[src/rtl/sfc_pkg.sv]
package sfc_pkg;
  localparam int NFLAG     = 3;
  localparam int IDX_FULL  = 0;
  localparam int IDX_EMPTY = 1;
  localparam int IDX_END   = 2;

  typedef struct packed {
    logic [NFLAG-1:0] hwSet;
    logic [NFLAG-1:0] hwClr;
    logic [NFLAG-1:0] cpuZero;
    logic             cpuRd;
    logic             cpuWr;
  } flagStrobe_t;
endpackage

[src/rtl/sfc_ctrl.sv]
module sfc_ctrl
  import sfc_pkg::*;
#(
  parameter int DATA_W      = 8,
  parameter int END_POS     = 3,
  parameter int EMPTY_POS   = 2,
  parameter int FULL_POS    = 1,
  parameter int DELAY_TICKS = 1
) (
  input  logic              clk,
  input  logic              rstN,
  input  logic              regRd,
  input  logic              regWr,
  input  logic [DATA_W-1:0] regWdata,
  input  logic              txDataWr,
  input  logic              rxDataRd,
  input  logic              txEnable,
  input  logic              txLoad,
  input  logic              txLastBit,
  input  logic              rxDone,
  input  logic              bitTick,
  input  logic              endLate,
  input  logic              emptyNow,
  output flagStrobe_t       stb
);
  localparam int CNT_W = (DELAY_TICKS > 1) ? $clog2(DELAY_TICKS) : 1;
  localparam logic [CNT_W-1:0] LAST_CNT = CNT_W'(DELAY_TICKS - 1);
  localparam int FLAG_POS [NFLAG] = '{FULL_POS, EMPTY_POS, END_POS};

  logic             latePending;
  logic [CNT_W-1:0] tickCnt;
  logic             lateStart;
  logic             lateFire;
  logic             immSet;

  assign immSet    = txLastBit & ~endLate & emptyNow;
  assign lateStart = txLastBit &  endLate & emptyNow;
  assign lateFire  = latePending & bitTick & (tickCnt == LAST_CNT);

  // delayed transmit-end window: counts bit ticks after the last-bit event
  always_ff @(posedge clk or negedge rstN) begin
    if (!rstN) begin
      latePending <= 1'b0;
      tickCnt     <= '0;
    end else if (lateStart) begin
      latePending <= 1'b1;
      tickCnt     <= '0;
    end else if (txDataWr || lateFire) begin
      latePending <= 1'b0;
      tickCnt     <= '0;
    end else if (latePending && bitTick) begin
      tickCnt     <= tickCnt + 1'b1;
    end
  end

  always_comb begin
    stb       = '0;
    stb.cpuRd = regRd;
    stb.cpuWr = regWr;
    for (int i = 0; i < NFLAG; i++) begin
      stb.cpuZero[i] = ~regWdata[FLAG_POS[i]];
    end
    stb.hwSet[IDX_END]   = immSet | (lateFire & emptyNow);
    stb.hwClr[IDX_END]   = txDataWr;
    stb.hwSet[IDX_EMPTY] = ~txEnable | txLoad;
    stb.hwClr[IDX_EMPTY] = txDataWr & txEnable;
    stb.hwSet[IDX_FULL]  = rxDone;
    stb.hwClr[IDX_FULL]  = rxDataRd;
  end

  logic unusedWdata;
  assign unusedWdata = ^regWdata;
endmodule

[src/rtl/sfc_dpath.sv]
module sfc_dpath
  import sfc_pkg::*;
#(
  parameter int DATA_W    = 8,
  parameter int END_POS   = 3,
  parameter int EMPTY_POS = 2,
  parameter int FULL_POS  = 1
) (
  input  logic              clk,
  input  logic              rstN,
  input  flagStrobe_t       stb,
  input  logic [NFLAG-1:0]  irqEn,
  output logic [NFLAG-1:0]  flags,
  output logic [DATA_W-1:0] regRdata,
  output logic [NFLAG-1:0]  irqReq
);
  localparam int FLAG_POS [NFLAG] = '{FULL_POS, EMPTY_POS, END_POS};
  localparam logic [NFLAG-1:0] RST_VAL =
    NFLAG'((1 << IDX_END) | (1 << IDX_EMPTY));

  logic [NFLAG-1:0] armQ;

  for (genvar g = 0; g < NFLAG; g++) begin : g_flag
    logic cpuClr;
    assign cpuClr = stb.cpuWr & stb.cpuZero[g] & armQ[g];

    always_ff @(posedge clk or negedge rstN) begin
      if (!rstN) begin
        flags[g] <= RST_VAL[g];
      end else if (stb.hwSet[g]) begin
        flags[g] <= 1'b1;
      end else if (stb.hwClr[g] || cpuClr) begin
        flags[g] <= 1'b0;
      end
    end

    always_ff @(posedge clk or negedge rstN) begin
      if (!rstN) begin
        armQ[g] <= 1'b0;
      end else if (stb.cpuWr) begin
        armQ[g] <= 1'b0;
      end else if (stb.cpuRd && flags[g]) begin
        armQ[g] <= 1'b1;
      end
    end
  end

  always_comb begin
    regRdata = '0;
    for (int i = 0; i < NFLAG; i++) begin
      regRdata[FLAG_POS[i]] = flags[i];
    end
  end

  assign irqReq = flags & irqEn;
endmodule

[src/rtl/ser_flag_ctrl.sv]
module ser_flag_ctrl
  import sfc_pkg::*;
#(
  parameter int DATA_W      = 8,
  parameter int END_POS     = 3,
  parameter int EMPTY_POS   = 2,
  parameter int FULL_POS    = 1,
  parameter int DELAY_TICKS = 1
) (
  input  logic              clk,
  input  logic              rstN,
  input  logic              regRd,
  input  logic              regWr,
  input  logic [DATA_W-1:0] regWdata,
  output logic [DATA_W-1:0] regRdata,
  input  logic              txDataWr,
  input  logic              rxDataRd,
  input  logic              txEnable,
  input  logic              txLoad,
  input  logic              txLastBit,
  input  logic              rxDone,
  input  logic              bitTick,
  input  logic              endLate,
  input  logic [2:0]        irqEn,
  output logic [2:0]        irqReq
);
  flagStrobe_t      stb;
  logic [NFLAG-1:0] flags;

  sfc_ctrl #(
    .DATA_W(DATA_W), .END_POS(END_POS), .EMPTY_POS(EMPTY_POS),
    .FULL_POS(FULL_POS), .DELAY_TICKS(DELAY_TICKS)
  ) u_ctrl (
    .clk(clk), .rstN(rstN), .regRd(regRd), .regWr(regWr),
    .regWdata(regWdata), .txDataWr(txDataWr), .rxDataRd(rxDataRd),
    .txEnable(txEnable), .txLoad(txLoad), .txLastBit(txLastBit),
    .rxDone(rxDone), .bitTick(bitTick), .endLate(endLate),
    .emptyNow(flags[IDX_EMPTY]), .stb(stb)
  );

  sfc_dpath #(
    .DATA_W(DATA_W), .END_POS(END_POS), .EMPTY_POS(EMPTY_POS),
    .FULL_POS(FULL_POS)
  ) u_dpath (
    .clk(clk), .rstN(rstN), .stb(stb), .irqEn(irqEn),
    .flags(flags), .regRdata(regRdata), .irqReq(irqReq)
  );
endmodule

[config.mk]
export PLATFORM = sky130hd
export DESIGN_NAME = ser_flag_ctrl
export DESIGN_NICKNAME = d
export VERILOG_FILES = /design/src/rtl/sfc_pkg.sv /design/src/rtl/sfc_ctrl.sv /design/src/rtl/sfc_dpath.sv /design/src/rtl/ser_flag_ctrl.sv
export SDC_FILE = /design/constraint.sdc
export NUM_CORES = 1
export LEC_CHECK = 0
export ABC_AREA = 1
export BUFFER_PORTS_ARGS = -buffer_cell sky130_fd_sc_hd__buf_2
export CAP_MARGIN = 15
export CORE_AREA = 2 2 39 41
export DETAILED_ROUTE_END_ITERATION = 12
export DIE_AREA = 0 0 41 43
export PLACE_DENSITY = 0.82
export SLEW_MARGIN = 20
export SYNTH_ARGS = -nofsm -noshare
export SYNTH_HDL_FRONTEND = slang
export SYNTH_HIERARCHICAL = 1
export SYNTH_SLANG_ARGS = --single-unit
[constraint.sdc]
create_clock -name clk -period 1.24 [get_ports clk]
set_input_delay 0.124 -clock clk [delete_from_list [all_inputs] [get_ports clk]]
set_output_delay 0.124 -clock clk [all_outputs]
set_load 0.03 [all_outputs]
==> run metrics <==
hold path cells=3; # IOs=34; critical path class=reg2out; vias in the first global route=356; die area=approximately 1800 um2; first-pass GRT wire length=roughly 1.4 mm; CTS Buffer Depth=2; Worst setup EP type=primary output; root cell of the clock tree=clkbuf_4; H-tree depth=1; drt first pass iters=4; commonest non-fill, non-tap cell in the layout=buf_2; Crit path arrival time=around 1.1 ns; Synth area leader=dfrtp_1; Yosys cell types=13; delay-heaviest family, CP=flip-flops; layout cell share with drive strength beyond 1=0.340; setup violators final=0; CTS sink cnt=8; M1 GR Usage=0.157; GR Overflow Total=0; final worst-path cycle share=0.977; Initial DRC Count=19; count of state elements after synthesis=8; dpl cells=104; clk_skew=~0.0042 ns; largest stage delay on the critical path=between 0.5 and 0.6 ns; Layout Area Growth over Synthesis=20.2%; Filler Cell Count=147; Tmin final=around 1.2 ns; Initial Util=0.376; # nets final=about 120; Pins Over Slew Limit=0; Critical Path RT=roughly 1.1 ns; final hold violation count=0; Mapped Area=520 um2; hold crit path type=in2reg; routability cong.=around 0.74; die span in x=~41 um; crit-path cells=nand2_1, inv_1, buf_6; Crit. path cell count=3; sequential area share after synthesis=0.389; Vias=457; VDD IR max=around 0.00038 V; Worst-Skew Late Latency=approximately 0.26 ns; YS warnings=6; initial antenna violation count=0; met3 GRT Util=0.0314; # port buffers=23; DR WL/cell=around 8.5 um; gr usage total=0.122; final design utilization=0.452; CP Launch Type=flip-flop; global route hottest layer=met2; Vias/cell=4.15; cts bufs inserted=3; RSZ-0062 raised after global routing=true; Crit-path slowest cell=dfstp_2; top cell type's share of synthesized area=0.288; Die Y=about 43 um; max-capacitance violation count=0; Buf+Inv Stages, Crit Path=2; Static Leakage=a little over 0.0004 uW; post-synthesis cell count=74; row cnt=14; core area=~1400 um2; achievable frequency=between 800 and 900 MHz; Reg clk slew, reported paths=about 0.060 ns; DRC=0; crit path max fanout=7; met2 Usage GRT=0.163; Final Worst Setup Slack=approximately 0.029 ns; reg2reg path depth=5; total power=about 690 uW; most frequent cells in the layout=21 x buf_2, 16 x inv_1, 16 x nand2_1; Layout Cells excl Fill=110; Mapped Avg Cell Area=7.03 um2; antenna-violating nets left=0; pwr dens=1100 nW/um2; # diodes=0; Final HPWL DP=755 um; Place WS=approximately 0.26 ns; largest net degree at the start of global routing=9; CTS tree=built; top cells by area, synth=dfrtp_1 29%, buf_4 19%, inv_1 12%; final WL=about 940 um; status=finished clean
[layer usage]
layer	vias to the layer above	routed length, um
li1	238	-
met1	205	395
met2	14	493
met3	0	45
met4	0	0
met5	-	0
[kinds of logic after synthesis]
kind of cell,Yosys count,share of synthesized area
buffers and inverters,30,0.310
AOI/OAI and AO/OA,3,0.0288
DFF,8,0.389
and+or+nand+nor,32,0.264
other,1,0.00720
[synthesized netlist by cell type]
| cell type | number |
|---|---|
| conb_1 | 1 |
| nand2_1 | 16 |
| buf_4 | 13 |
| dfstp_2 | 2 |
| nand3_1 | 5 |
| nand4_1 | 1 |
| dfrtp_1 | 6 |
| nand3b_1 | 1 |
| nor2_2 | 2 |
| a21oi_1 | 3 |
| nor2_1 | 7 |
| inv_1 | 16 |
| inv_2 | 1 |
[worst paths after layout]
| kind | start | to | slack (ns) |
|---|---|---|---|
| max in group asynchronous | rstN | u_dpath/flags[2] | 0.76 |
| max | u_dpath/flags[1] | irqReq[1] | 0.03 |
| min in group asynchronous | rstN | u_dpath/armQ[2] | 0.24 |
| min | rxDone | u_dpath/flags[0] | 0.05 |
| max reg2reg | u_dpath/flags[1] | u_dpath/flags[2] | 0.25 |
| min reg2reg | u_dpath/armQ[2] | u_dpath/armQ[2] | 0.50 |
[layout make-up]
| class | count | area (um2) | area share |
|---|---|---|---|
| multi-input combinational | 40 | 171 | 0.274 |
| inverter | 17 | 63.8 | 0.102 |
| sequential | 8 | 203 | 0.324 |
| clock buffer | 4 | 26.3 | 0.0420 |
| timing repair buffer | 25 | 141 | 0.226 |
| tap | 16 | 20.0 | 0.0320 |
[timing repair]
action | 4_1_cts | 5_1_grt
setup buffers | 0 | 1
setup endpoints to repair | 1 | 2
resized for setup | 1 | 3
hold buffers | 1 | 0
endpoints found under the hold margin | 8 | 0
[report_power, final]
part	leakage, uW	switching, uW	internal (uW)
clock	0.0000150	93.8	123
combinational	0.000292	108	62.8
sequential	0.0000969	16.7	286
[flip-flops by register name, summed over array words and instances, names as in the netlist]
name,count
u_ctrl/tickCnt,1
u_dpath/flags,3
u_ctrl/latePending,1
u_dpath/armQ,3
[through the flow]
step                hold WS, ns  instance area (um2)  setup TNS [ns]
floorplan                -0.172                  536               0
global placement        -0.0313                  573               0
detailed placement      -0.0247                  573               0
CTS                      0.0395                  612               0
global route             0.0391                  626         -0.0472
finish                   0.0498                  626               0
[tightest hold or removal path: cells and delay by family]
kind	cells	cell delay, ns
buf+inv	2	0.10
simple gates	1	0.05
Note: power is estimated with default switching activity, not from simulation.
